--- src/rtl/pwr_dt_pkg.sv ---
package pwr_dt_pkg;

   typedef enum logic [1:0] {
      ST_FAST   = 2'd0,
      ST_SLOW   = 2'd1,
      ST_SETTLE = 2'd2
   } dt_state_e;

   localparam logic [1:0] MODE_FULL = 2'd0;
   localparam logic [1:0] MODE_DIV  = 2'd1;
   localparam logic [1:0] MODE_LOW  = 2'd2;

endpackage

--- src/rtl/pwr_dt_decode.sv ---
module pwr_dt_decode (
   input  logic sleep_req_i,
   input  logic in_fast_i,
   input  logic in_slow_i,
   input  logic busy_i,
   input  logic div_sel_i,
   input  logic stby_en_i,
   input  logic lowspd_sel_i,
   input  logic dt_en_i,
   input  logic wdt_src_i,
   output logic go_slow_o,
   output logic go_fast_o,
   output logic fwd_o
);

   logic common_ok;

   always_comb begin
      common_ok = stby_en_i & dt_en_i & wdt_src_i;
      go_slow_o = sleep_req_i & in_fast_i & ~div_sel_i & common_ok & lowspd_sel_i;
      go_fast_o = sleep_req_i & in_slow_i & common_ok & ~lowspd_sel_i;
      fwd_o     = sleep_req_i & ~busy_i & ~go_slow_o & ~go_fast_o;
   end

endmodule

--- src/rtl/pwr_dt_settle.sv ---
module pwr_dt_settle #(
   parameter int SEL_W     = 3,
   parameter int MIN_EXP   = 3,
   parameter bit GATE_TICK = 1'b1,
   localparam int N_SEL    = 2 ** SEL_W,
   localparam int CNT_W    = MIN_EXP + N_SEL
) (
   input  logic             clk,
   input  logic             rst_n,
   input  logic             start_i,
   input  logic [SEL_W-1:0] sel_i,
   input  logic             tick_i,
   output logic             active_o,
   output logic             done_o
);

   logic [CNT_W-1:0] len_tbl [N_SEL];
   logic [CNT_W-1:0] cnt_q;
   logic             tick_w;

   for (genvar i = 0; i < N_SEL; i++) begin : g_tbl
      assign len_tbl[i] = CNT_W'(1) << (MIN_EXP + i);
   end

   if (GATE_TICK) begin : g_gated
      assign tick_w = tick_i;
   end else begin : g_free
      assign tick_w = 1'b1;
   end

   always_ff @(posedge clk or negedge rst_n) begin
      if (!rst_n) begin
         cnt_q <= '0;
      end else if (start_i) begin
         cnt_q <= len_tbl[sel_i];
      end else if (active_o && tick_w) begin
         cnt_q <= cnt_q - CNT_W'(1);
      end
   end

   assign active_o = (cnt_q != '0);
   assign done_o   = active_o && tick_w && (cnt_q == CNT_W'(1));

   assert_hold_no_tick_R4: assert property (@(posedge clk) disable iff (!rst_n)
      (active_o && !tick_w && !start_i) |=> (cnt_q == $past(cnt_q)));

   assert_step_on_tick_R4: assert property (@(posedge clk) disable iff (!rst_n)
      (active_o && tick_w && !start_i) |=> (cnt_q == $past(cnt_q) - CNT_W'(1)));

endmodule

--- src/rtl/pwr_dt_ctrl.sv ---
module pwr_dt_ctrl
   import pwr_dt_pkg::*;
#(
   parameter int SEL_W     = 3,
   parameter int MIN_EXP   = 3,
   parameter bit GATE_TICK = 1'b1
) (
   input  logic             clk,
   input  logic             rst_n,
   input  logic             lspd_tick_i,
   input  logic             sleep_req_i,
   input  logic             stby_en_i,
   input  logic             lowspd_sel_i,
   input  logic             dt_en_i,
   input  logic             wdt_src_i,
   input  logic             div_sel_i,
   input  logic [SEL_W-1:0] settle_sel_i,
   output logic [1:0]       mode_o,
   output logic             clk_sel_o,
   output logic             busy_o,
   output logic             dt_irq_o,
   output logic             sleep_fwd_o,
   output logic             cpu_run_o
);

   if (SEL_W < 1 || SEL_W > 4) begin : g_bad_sel
      $error("pwr_dt_ctrl: SEL_W must lie in 1..4");
   end
   if (MIN_EXP < 1 || MIN_EXP > 12) begin : g_bad_exp
      $error("pwr_dt_ctrl: MIN_EXP must lie in 1..12");
   end

   dt_state_e state_q, state_d;
   logic      go_slow, go_fast, fwd_w;
   logic      settle_active, settle_done;
   logic      irq_q, fwd_q;

   pwr_dt_decode u_dec (
      .sleep_req_i  (sleep_req_i),
      .in_fast_i    (state_q == ST_FAST),
      .in_slow_i    (state_q == ST_SLOW),
      .busy_i       (state_q == ST_SETTLE),
      .div_sel_i    (div_sel_i),
      .stby_en_i    (stby_en_i),
      .lowspd_sel_i (lowspd_sel_i),
      .dt_en_i      (dt_en_i),
      .wdt_src_i    (wdt_src_i),
      .go_slow_o    (go_slow),
      .go_fast_o    (go_fast),
      .fwd_o        (fwd_w)
   );

   pwr_dt_settle #(
      .SEL_W     (SEL_W),
      .MIN_EXP   (MIN_EXP),
      .GATE_TICK (GATE_TICK)
   ) u_settle (
      .clk      (clk),
      .rst_n    (rst_n),
      .start_i  (go_fast),
      .sel_i    (settle_sel_i),
      .tick_i   (lspd_tick_i),
      .active_o (settle_active),
      .done_o   (settle_done)
   );

   always_comb begin
      state_d = state_q;
      unique case (state_q)
         ST_FAST:   if (go_slow) state_d = ST_SLOW;
         ST_SLOW:   if (go_fast) state_d = ST_SETTLE;
         ST_SETTLE: if (settle_done) state_d = ST_FAST;
         default:   state_d = ST_FAST;
      endcase
   end

   always_ff @(posedge clk or negedge rst_n) begin
      if (!rst_n) begin
         state_q <= ST_FAST;
         irq_q   <= 1'b0;
         fwd_q   <= 1'b0;
      end else begin
         state_q <= state_d;
         irq_q   <= go_slow | ((state_q == ST_SETTLE) & settle_done);
         fwd_q   <= fwd_w;
      end
   end

   always_comb begin
      if (state_q == ST_FAST) begin
         mode_o = div_sel_i ? MODE_DIV : MODE_FULL;
      end else begin
         mode_o = MODE_LOW;
      end
   end

   assign clk_sel_o   = (state_q != ST_FAST);
   assign busy_o      = (state_q == ST_SETTLE);
   assign dt_irq_o    = irq_q;
   assign sleep_fwd_o = fwd_q;
   assign cpu_run_o   = 1'b1;

   assert_irq_single_R6: assert property (@(posedge clk) disable iff (!rst_n)
      dt_irq_o |=> !dt_irq_o);

   assert_irq_on_change_R6: assert property (@(posedge clk) disable iff (!rst_n)
      dt_irq_o |-> (state_q != $past(state_q)));

   assert_fwd_no_change_R8: assert property (@(posedge clk) disable iff (!rst_n)
      sleep_fwd_o |-> (state_q == $past(state_q) && !dt_irq_o));

   assert_settle_hold_R9: assert property (@(posedge clk) disable iff (!rst_n)
      (state_q == ST_SETTLE && !settle_done) |=> (state_q == ST_SETTLE));

   assert_settle_counter_R3: assert property (@(posedge clk) disable iff (!rst_n)
      (state_q == ST_SETTLE) |-> settle_active);

endmodule

--- config.mk ---
export PLATFORM = sky130hd
export DESIGN_NAME = pwr_dt_ctrl
export DESIGN_NICKNAME = d
export VERILOG_FILES = /design/src/rtl/pwr_dt_pkg.sv /design/src/rtl/pwr_dt_decode.sv /design/src/rtl/pwr_dt_settle.sv /design/src/rtl/pwr_dt_ctrl.sv
export SDC_FILE = /design/constraint.sdc
export NUM_CORES = 1
export LEC_CHECK = 0
export ABC_CLOCK_PERIOD_IN_PS = 2400
export BUFFER_PORTS_ARGS = -buffer_cell sky130_fd_sc_hd__buf_2
export CELL_PAD_IN_SITES_DETAIL_PLACEMENT = 0
export CELL_PAD_IN_SITES_GLOBAL_PLACEMENT = 2
export CORE_MARGIN = 2
export CORE_UTILIZATION = 34
export CTS_CLUSTER_DIAMETER = 60
export DETAILED_ROUTE_END_ITERATION = 6
export GPL_TIMING_DRIVEN = 0
export PLACE_DENSITY = 0.89
export REMOVE_ABC_BUFFERS = 1
export SYNTH_ARGS = -nofsm -noshare
export SYNTH_HDL_FRONTEND = slang
export SYNTH_SLANG_ARGS = --single-unit
--- constraint.sdc ---
create_clock -name clk -period 2.4 [get_ports clk]
set_clock_uncertainty 0.05 [all_clocks]
set_input_delay 0.72 -clock clk [delete_from_list [all_inputs] [get_ports clk]]
set_output_delay 0.72 -clock clk [all_outputs]
set_load 0.02 [all_outputs]
==> PnR_summary.wiki, run 1 <==
{| class="wikitable"
! Metric !! Value
|-
| Num rows || 19
|-
| Biggest area contributors in the synthesized netlist || dfrtp_1, a31oi_1, nor2_1
|-
| Total half-perimeter wirelength after legalization and detailed placement || 1.56 mm
|-
| I/O pins || 19
|-
| TritonCTS clock tree || built
|-
| Number of distinct library cell variants in the gate-level netlist after synthesis || 36
|-
| Grt total ovfl || 0
|-
| Area added between synthesis and finish || 13.7%
|-
| Critical path's top delay family || flip-flops
|-
| Number of enable flip-flop cells after synthesis || 0
|-
| DRC errors left || 0
|-
| Area of the placeable core || 2730 um^2
|-
| Tightest Hold Check Type || in -> async
|-
| CP Max Fanout || 4
|-
| Depth of the worst register-to-register path || 6
|-
| Width of the die || 57.3 um
|-
| Pre-CTS worst setup slack || 0.317 ns
|-
| CP max-delay cell || dfrtp_1
|-
| Leakage || 0.528 nW
|-
| Asr flop ratio synth || 100%
|-
| Proportion of layout cells with a drive suffix above 1 || 19.2%
|-
| Worst-case vdd ir drop || 0.000512 V
|-
| Post-layout min period || 2.00 ns
|-
| Worst rel slew slack || 62.9%
|-
| H-tree depth reported by CTS || 1
|-
| Launch point of the worst reg-to-reg path || u_settle.cnt_q[0]
|-
| Clock latency on the worst-skew pair || 0.29 ns
|-
| Endpoints failing setup || 0
|-
| Max Cap Viol || 0
|-
| Critical path class || reg -> out
|-
| Per-instance average area after synthesis || 9.03 um^2
|-
| Worst endpoint data arrival time || 1.23 ns
|-
| Synth warn || 0
|-
| Setup slack after layout || 0.396 ns
|-
| PortBufs || 17
|-
| Net count, final || 141
|-
| Vias in the first global route || 863
|-
| Sequential fraction of the synthesis area || 38.9%
|-
| First-pass GRT wire length || 3.59 mm
|-
| Gr usage total || 14.0%
|-
| Starting utilization of the core area || 35.3%
|-
| Syn Std Cell Area || 966 um^2
|-
| Max Freq || 499 MHz
|-
| DR vias/cell || 5.38
|-
| Area fraction of the dominant cell type after synthesis || 38.9%
|-
| Final wirelength || 2.09 mm
|-
| Vias post-DR || 840
|-
| TritonCTS Sinks || 15
|-
| # hold bufs at CTS || 0
|-
| Per-cell routed wire length || 13.4 um
|-
| Post-cts repair resize count || 0
|-
| Count leader, synth || dfrtp_1
|-
| Chip Height || 57.3 um
|-
| Post-CTS setup-driven buffer insertion count || 0
|-
| Cell-by-cell listing of the critical path || or2_1 > nor2_1 > buf_2
|-
| Top_reg_cell synth || dfrtp_1
|-
| CTS root buf || clkbuf_4
|-
| DRC marker count from the first detailed-route iteration || 20
|-
| Summed negative setup slack over all endpoints || 0 ns
|-
| Seq cells post-synth || 15
|-
| Die area || 3280 um^2
|-
| Number of pins exceeding their max-slew limit in the final report || 0
|-
| Final count of hold timing violations || 0
|-
| CP Data Required Time || 1.63 ns
|-
| Final cycle utilization of the critical path || 83.5%
|-
| Bufs on Longest Clock Path || 2
|-
| Endpoint of the worst register-to-register path || u_settle.cnt_q[0]
|-
| Count of buffer and inverter cells on the critical path || 1
|-
| Cell accounting for the most synthesized area || dfrtp_1
|-
| Antenna violations before repair || 0
|-
| Category of the worst setup path capture point || output pin
|-
| Routability congestion estimate from global placement || 0.765
|-
| Outcome || completed
|-
| Number of optimization iterations in the first detailed-route pass || 4
|-
| Pwr Density || 1020 nW/um^2
|-
| Number of nets with antenna violations after detailed routing || 0
|-
| Worst Hold Slack || 0.276 ns
|-
| Gate count of the mapped netlist || 107
|-
| Least-Margin Pin Slew || 0.555 ns
|-
| Maximum number of pins on one net before global-route repair || 16
|-
| Number of buffers created by CTS || 3
|-
| List of most frequent post-synthesis cells || dfrtp_1, nor2_1, a31oi_1, inv_1, a21oi_1
|-
| Critical path's largest stage delay || 0.42 ns
|-
| Nature of the critical path startpoint || flop
|-
| Setup repair after global routing missed its margin || false
|-
| Clock-pin slew of the registers on the worst-case setup and hold paths || 0.11 ns
|-
| R2R Setup Slk || 0.63 ns
|-
| Ant. Diodes || 0
|}
-- cells by family (layout without fill, tap and decap cells) --
family | count (synthesis) | after routing | share of synthesized area, %
buffers and inverters | 13 | 31 | 5.83
adders and majority gates | 3 | 3 | 3.89
other | 1 | 1 | 0.388
and+or+nand+nor | 45 | 45 | 30.2
xor gates and xnor gates | 4 | 4 | 3.63
DFF | 15 | 15 | 38.9
muxes | 1 | 1 | 1.04
AOI/OAI and AO/OA | 25 | 25 | 16.2
-- metrics by stage --
| stage | utilization, % | area (um^2) | std cells | power (W) |
|---|---|---|---|---|
| after floorplan | - | 947 | 104 | 0.000842 |
| after global placement | 39.2 | 1070 | 152 | 0.000958 |
| after detailed placement | 39.2 | 1070 | 152 | 0.000978 |
| after CTS | 40.2 | 1100 | 156 | 0.00113 |
| after global routing | 40.2 | 1100 | 156 | 0.00122 |
| final | 40.2 | 1100 | 156 | 0.00112 |
-- placed cells by master, fill, tap and decap left out, drive strengths merged, types with 2 or more instances in the layout --
| cell | n |
|---|---|
| or3 | 3 |
| nand2b | 4 |
| xnor2 | 3 |
| a31oi | 10 |
| ha | 3 |
| nand4b | 2 |
| nor3b | 2 |
| a21oi | 8 |
| nand4 | 4 |
| nand2 | 5 |
| inv | 10 |
| nor3 | 3 |
| buf | 17 |
| nand3 | 2 |
| clkbuf | 3 |
| dfrtp | 15 |
| nor2 | 12 |
-- registers in the layout (all words and copies together) (netlist names) --
signal          count
sleep_fwd_o         1
u_settle.cnt_q     11
state_q             2
dt_irq_o            1
-- report_power, final --
| group | internal (W) | switching, W |
|---|---|---|
| Sequential | 0.000357 | 0.000139 |
| Clock | 0.0000618 | 0.0000883 |
| Combinational | 0.000214 | 0.000257 |
| Total | 0.000633 | 0.000485 |
-- how the worst max path moves through the flow --
stage | slack (ns) | startpoint | cells past startpoint | to
CTS | 0.38 | state_q[1] | 3 | mode_o[0]
detailed placement | 0.32 | lowspd_sel_i | 5 | u_settle.cnt_q[10]
global route | 0.36 | state_q[1] | 3 | mode_o[0]
finish | 0.40 | state_q[1] | 3 | mode_o[0]
floorplan | 0.50 | state_q[1] | 2 | mode_o[0]
global placement | 0.31 | lowspd_sel_i | 5 | u_settle.cnt_q[10]
-- worst register-to-register path: cells and delay by family (launching register included) --
kind | cells | cell delay (ns)
flops | 1 | 0.44
fa+ha+maj | 1 | 0.17
compound gates | 1 | 0.24
simple gates | 2 | 0.45
xor+xnor | 1 | 0.20
buf+inv | 1 | 0.10
-- cell type report --
type,count,area [um^2]
Multi-Input combinational cell,79,534
Sequential cell,15,375
Clock buffer,3,22.5
Clock inverter,1,5.00
Fill cell,289,1640
Inverter,10,37.5
Timing Repair Buffer,17,85.1
Tap cell,31,38.8
-- layer usage --
| metal | global-route usage [%] | share of wire [%] |
|---|---|---|
| met1 | 16.4 | 45 |
| met2 | 24.5 | 50 |
| met5 | 0 | 0 |
| met3 | 1.81 | 3.4 |
| met4 | 8.31 | 1.3 |
Note: power is estimated with default switching activity, not from simulation.
==> run 2: changes to the inputs <==
- ABC_CLOCK_PERIOD_IN_PS: 2400 -> 1750
- CORE_UTILIZATION: 34 -> 29
- PLACE_DENSITY: 0.89 -> 0.82
- clock period: 2.4 -> 1.75 ns (I/O delays scaled with it)
==> PnR_summary.wiki, run 2 (same netlist as run 1, synthesis figures left out) <==
{| class="wikitable"
! Metric !! Value
|-
| Critical path's largest stage delay || 0.41 ns
|-
| CTS root buf || clkbuf_4
|-
| Setup repair after global routing missed its margin || true
|-
| Ant. Diodes || 0
|-
| Outcome || finished with violations
|-
| Pwr Density || 1420 nW/um^2
|-
| Combined flip-flop and latch cell area || 378 um^2
|-
| Clock-pin slew of the registers on the worst-case setup and hold paths || 0.10 ns
|-
| Number of nets with antenna violations after detailed routing || 0
|-
| DRC marker count from the first detailed-route iteration || 12
|-
| Critical path depth || 4
|-
| # hold bufs at CTS || 0
|-
| Bufs on Longest Clock Path || 2
|-
| TritonCTS Sinks || 15
|-
| Max reg flops || 11
|-
| CP max-delay cell || dfrtp_1
|-
| Routability congestion estimate from global placement || 0.784
|-
| Setup slack after layout || -0.00588 ns
|-
| Area of the multi-input gates || 614 um^2
|-
| DR vias/cell || 4.81
|-
| Cell area after placement || 1090 um^2
|-
| Final instance area || 1280 um^2
|-
| Max Freq || 570 MHz
|-
| Category of the worst setup path capture point || output pin
|-
| Final count of hold timing violations || 0
|-
| Antenna violations before repair || 0
|-
| Count of buffer and inverter cells on the critical path || 3
|-
| Placed Cells incl. Taps || 165
|-
| Largest register by flop count || u_settle.cnt_q
|-
| Fin util || 41.2%
|-
| First-pass GRT wire length || 3.68 mm
|-
| PortBufs || 17
|-
| Cell-by-cell listing of the critical path || buf_4 > nand2b_1 > inv_1 > buf_2
|-
| Max Cap Viol || 0
|-
| TritonCTS clock tree || built
|-
| Width of the die || 61.7 um
|-
| Post-layout min period || 1.76 ns
|-
| Grt total ovfl || 0
|-
| Endpoint of the worst register-to-register path || u_settle.cnt_q[4]
|-
| Violations in the final reports || negative setup slack
|-
| Non-filler cells, final || 179
|-
| R2R Setup Slk || 0.02 ns
|-
| Starting utilization of the core area || 31.1%
|-
| Vias post-DR || 861
|-
| Depth of the worst register-to-register path || 6
|-
| Critical path's top delay family || flip-flops
|-
| Total half-perimeter wirelength after legalization and detailed placement || 1.64 mm
|-
| Number of optimization iterations in the first detailed-route pass || 4
|-
| Area of the placeable core || 3100 um^2
|-
| Vias in the first global route || 818
|-
| Commonest non-fill, non-tap cell in the layout || buf_2
|-
| Final wirelength || 2.24 mm
|-
| Launch point of the worst reg-to-reg path || u_settle.cnt_q[1]
|-
| DRC errors left || 0
|-
| Gr usage total || 13.4%
|-
| Num rows || 20
|-
| Top library cells by usage in the layout, fill and taps aside || buf_2, dfrtp_1, nor2_1, a31oi_1, buf_4
|-
| Worst-case vdd ir drop || 0.000651 V
|-
| Critical path class || reg -> out
|-
| Worst endpoint data arrival time || 1.18 ns
|-
| Chip Height || 61.7 um
|-
| Largest registers || u_settle.cnt_q (11), state_q (2)
|-
| CP Max Fanout || 3
|-
| I/O pins || 19
|-
| Nature of the critical path startpoint || flop
|-
| Area added between synthesis and finish || 32.4%
|-
| Per-cell routed wire length || 12.5 um
|-
| Number of pins exceeding their max-slew limit in the final report || 0
|-
| Proportion of layout cells with a drive suffix above 1 || 36.3%
|-
| H-tree depth reported by CTS || 1
|-
| Filler Cells Inserted || 333
|-
| Maximum number of pins on one net before global-route repair || 16
|-
| Clock latency on the worst-skew pair || 0.29 ns
|-
| Final cycle utilization of the critical path || 100%
|-
| Number of buffers created by CTS || 3
|-
| Tightest Hold Check Type || in -> async
|-
| Endpoints failing setup || 2
|-
| Die area || 3810 um^2
|-
| CP Data Required Time || 1.17 ns
|-
| Net count, final || 151
|-
| Leakage || 0.593 nW
|}
run 2: what timing repair did:
action,in CTS,in global routing
pin swaps,1,6
setup buffers,7,3
hold endpoints to repair,0,0
setup endpoints to repair,6,12
resized for setup,4,19
run 2: metrics by stage:
| stage | hold slack, ns | setup slack (ns) | setup TNS [ns] | power, W |
|---|---|---|---|---|
| after floorplan | 0.179 | 0.0435 | 0 | 0.00115 |
| after global placement | 0.407 | -0.182 | -0.833 | 0.00132 |
| after detailed placement | 0.402 | -0.163 | -0.744 | 0.00134 |
| after CTS | 0.0853 | -0.0615 | -0.0615 | 0.00165 |
| after global routing | 0.0786 | -0.0809 | -0.269 | 0.00197 |
| final | 0.0722 | -0.00588 | -0.0113 | 0.00182 |
run 2: metal layers:
metal	vias up	track usage [%]	part of all wire, %
li1	442	-	-
met1	400	16.9	47
met2	15	22.0	49
met3	4	2.48	2.8
met4	0	6.38	1.5
met5	-	0	0
run 2: worst max path at each step:
stage,start,end,slack (ns)
after global placement,lowspd_sel_i,u_settle.cnt_q[10],-0.18
after CTS,state_q[1],mode_o[0],-0.06
after detailed placement,lowspd_sel_i,u_settle.cnt_q[10],-0.16
final,state_q[1],busy_o,-0.006
after floorplan,state_q[1],mode_o[0],0.04
after global routing,state_q[1],mode_o[0],-0.08
run 2: final cells by class:
type | instances | share of cell area (%)
clock buffer | 3 | 1.76
clock inverter | 1 | 0.391
timing repair buffer | 27 | 13.0
sequential | 15 | 29.5
multi-input combinational | 79 | 48.0
tap | 44 | 4.31
inverter | 10 | 2.94
run 2: report_power, final:
part,internal (W),switching [W],total (W)
Sequential,0.000494,0.000181,0.000676
Combinational,0.000474,0.000460,0.000935
Clock,0.0000849,0.000121,0.000205
run 2: worst reg2reg max path, cell delays in order (launching register included):
cell and delay, ns:
dfrtp_1 0.41, inv_2 0.12, ha_4 0.17, nand2_4 0.05, or3_4 0.34, or3_4 0.37, a31oi_1 0.16
==> run 3: changes to the inputs <==
- CORE_UTILIZATION: 29 -> 25
- PLACE_DENSITY: 0.82 -> 0.73
==> PnR_summary.wiki, run 3 (same netlist as run 1, synthesis figures left out) <==
{| class="wikitable"
! Metric !! Value
|-
| # hold bufs at CTS || 0
|-
| Pre-CTS worst setup slack || -0.205 ns
|-
| Die area || 4380 um^2
|-
| Fin util || 35.1%
|-
| Grt total ovfl || 0
|-
| Post-layout min period || 1.75 ns
|-
| Critical path's largest stage delay || 0.40 ns
|-
| Nature of the critical path startpoint || flop
|-
| Category of the worst setup path capture point || flop
|-
| Maximum number of pins on one net before global-route repair || 16
|-
| CTS root buf || clkbuf_8
|-
| DR vias/cell || 4.87
|-
| Number of optimization iterations in the first detailed-route pass || 4
|-
| Overall power after layout || 0.00190 W
|-
| Critical path's top delay family || simple AND/OR/NAND/NOR gates
|-
| Cell area after placement || 1090 um^2
|-
| Net count, final || 150
|-
| Vias in the first global route || 864
|-
| TritonCTS Sinks || 15
|-
| Leakage || 0.600 nW
|-
| Setup slack after layout || 0.00331 ns
|-
| Routability congestion estimate from global placement || 0.767
|-
| Ant. Diodes || 0
|-
| Bufs on Longest Clock Path || 2
|-
| First-pass GRT wire length || 3.87 mm
|-
| Commonest non-fill, non-tap cell in the layout || buf_2
|-
| H-tree depth reported by CTS || 1
|-
| Filler Cells Inserted || 409
|-
| Top library cells by usage in the layout, fill and taps aside || buf_2, dfrtp_1, nor2_1, a31oi_1, buf_4
|-
| I/O pins || 19
|-
| CP Data Required Time || 1.87 ns
|-
| Final instance area || 1290 um^2
|-
| Number of nets with antenna violations after detailed routing || 0
|-
| DRC marker count from the first detailed-route iteration || 43
|-
| Starting utilization of the core area || 26.2%
|-
| Setup repair after global routing missed its margin || true
|-
| Number of pins exceeding their max-slew limit in the final report || 0
|-
| Final count of hold timing violations || 0
|-
| Gr usage total || 11.6%
|-
| Area added between synthesis and finish || 34.1%
|-
| Count of buffer and inverter cells on the critical path || 1
|-
| Tightest Hold Check Type || in -> async
|-
| Per-cell routed wire length || 13.2 um
|-
| CP Max Fanout || 3
|-
| PortBufs || 17
|-
| Cell-by-cell listing of the critical path || inv_2 > ha_4 > nand2_4 > or3_4 > or3_1 > a31oi_1
|-
| Worst-case vdd ir drop || 0.000485 V
|-
| Antenna violations before repair || 0
|-
| Max reg flops || 11
|-
| Largest registers || u_settle.cnt_q (11), state_q (2)
|-
| Max Cap Viol || 0
|-
| DRC errors left || 0
|-
| Worst endpoint data arrival time || 1.87 ns
|-
| Clock latency on the worst-skew pair || 0.26 ns
|-
| CP max-delay cell || dfrtp_1
|-
| Num rows || 22
|-
| Chip Height || 66.2 um
|-
| Total half-perimeter wirelength after legalization and detailed placement || 1.67 mm
|-
| Max Freq || 573 MHz
|-
| Vias post-DR || 887
|-
| Final wirelength || 2.41 mm
|-
| Pwr Density || 1470 nW/um^2
|-
| Width of the die || 66.2 um
|-
| Clock-pin slew of the registers on the worst-case setup and hold paths || 0.07 ns
|-
| TritonCTS clock tree || built
|-
| Endpoints failing setup || 0
|-
| Final cycle utilization of the critical path || 99.8%
|-
| Outcome || completed
|-
| Critical path class || reg -> reg
|-
| Area of the placeable core || 3690 um^2
|-
| Number of buffers created by CTS || 3
|-
| Largest register by flop count || u_settle.cnt_q
|-
| Proportion of layout cells with a drive suffix above 1 || 34.3%
|}
run 3: cell types whose count changed in the layout (fill, tap and decap cells not counted), moves of 2 or more:
cell,previous run,this run
dfrtp_2,2,0
clkbuf_8,0,3
clkbuf_4,3,0
dfrtp_1,13,15
run 3: final timing paths:
path | startpoint | end | slack [ns] | cells after the start
worst max register to register | u_settle.cnt_q[1] | u_settle.cnt_q[4] | 0.003 | 6
min in group clk | sleep_req_i | sleep_fwd_o | 0.49 | 2
worst min register to register | state_q[1] | state_q[0] | 0.55 | 2
max in group asynchronous | rst_n | u_settle.cnt_q[5] | 1.24 | 1
worst max-delay path | u_settle.cnt_q[1] | u_settle.cnt_q[4] | 0.003 | 6
worst min-delay path | rst_n | u_settle.cnt_q[10] | 0.13 | 1
run 3: what timing repair did:
action,4_1_cts,5_1_grt
pin swaps,1,6
resized for setup,5,16
buffers inserted,3,7
endpoints found under the setup margin,6,15
run 3: area by class of cell:
| cell class | instances | area, um^2 | share of cell area, % |
|---|---|---|---|
| Multi-Input combinational cell | 79 | 617 | 47.6 |
| Clock buffer | 3 | 41.3 | 3.19 |
| Tap cell | 48 | 60.1 | 4.64 |
| Timing Repair Buffer | 26 | 159 | 12.3 |
| Inverter | 10 | 37.5 | 2.90 |
| Clock inverter | 1 | 5.00 | 0.386 |
| Sequential cell | 15 | 375 | 29.0 |
run 3: through the flow:
stage               instances  TNS [ns]  hold slack (ns)
finish                    182         0            0.130
global route              182    -0.104            0.142
CTS                       176         0            0.138
detailed placement        169    -0.996            0.417
global placement          169    -0.999            0.409
floorplan                 104         0            0.179
run 3: per-layer routing:
layer | part of all wire, % | wire length, um | global-route usage (%)
met2 | 46 | 1110 | 18.6
met4 | 1.6 | 38 | 6.12
met5 | 0 | 0 | 0
met1 | 48 | 1160 | 15.1
met3 | 4.1 | 99 | 1.53
run 3: power by group:
part | total [W] | leakage, nW | switching (W) | internal [W]
combinational | 0.000922 | 0.388 | 0.000459 | 0.000463
sequential | 0.000682 | 0.186 | 0.000192 | 0.000491
clock | 0.000294 | 0.0255 | 0.000136 | 0.000158
total | 0.00190 | 0.600 | 0.000786 | 0.00111
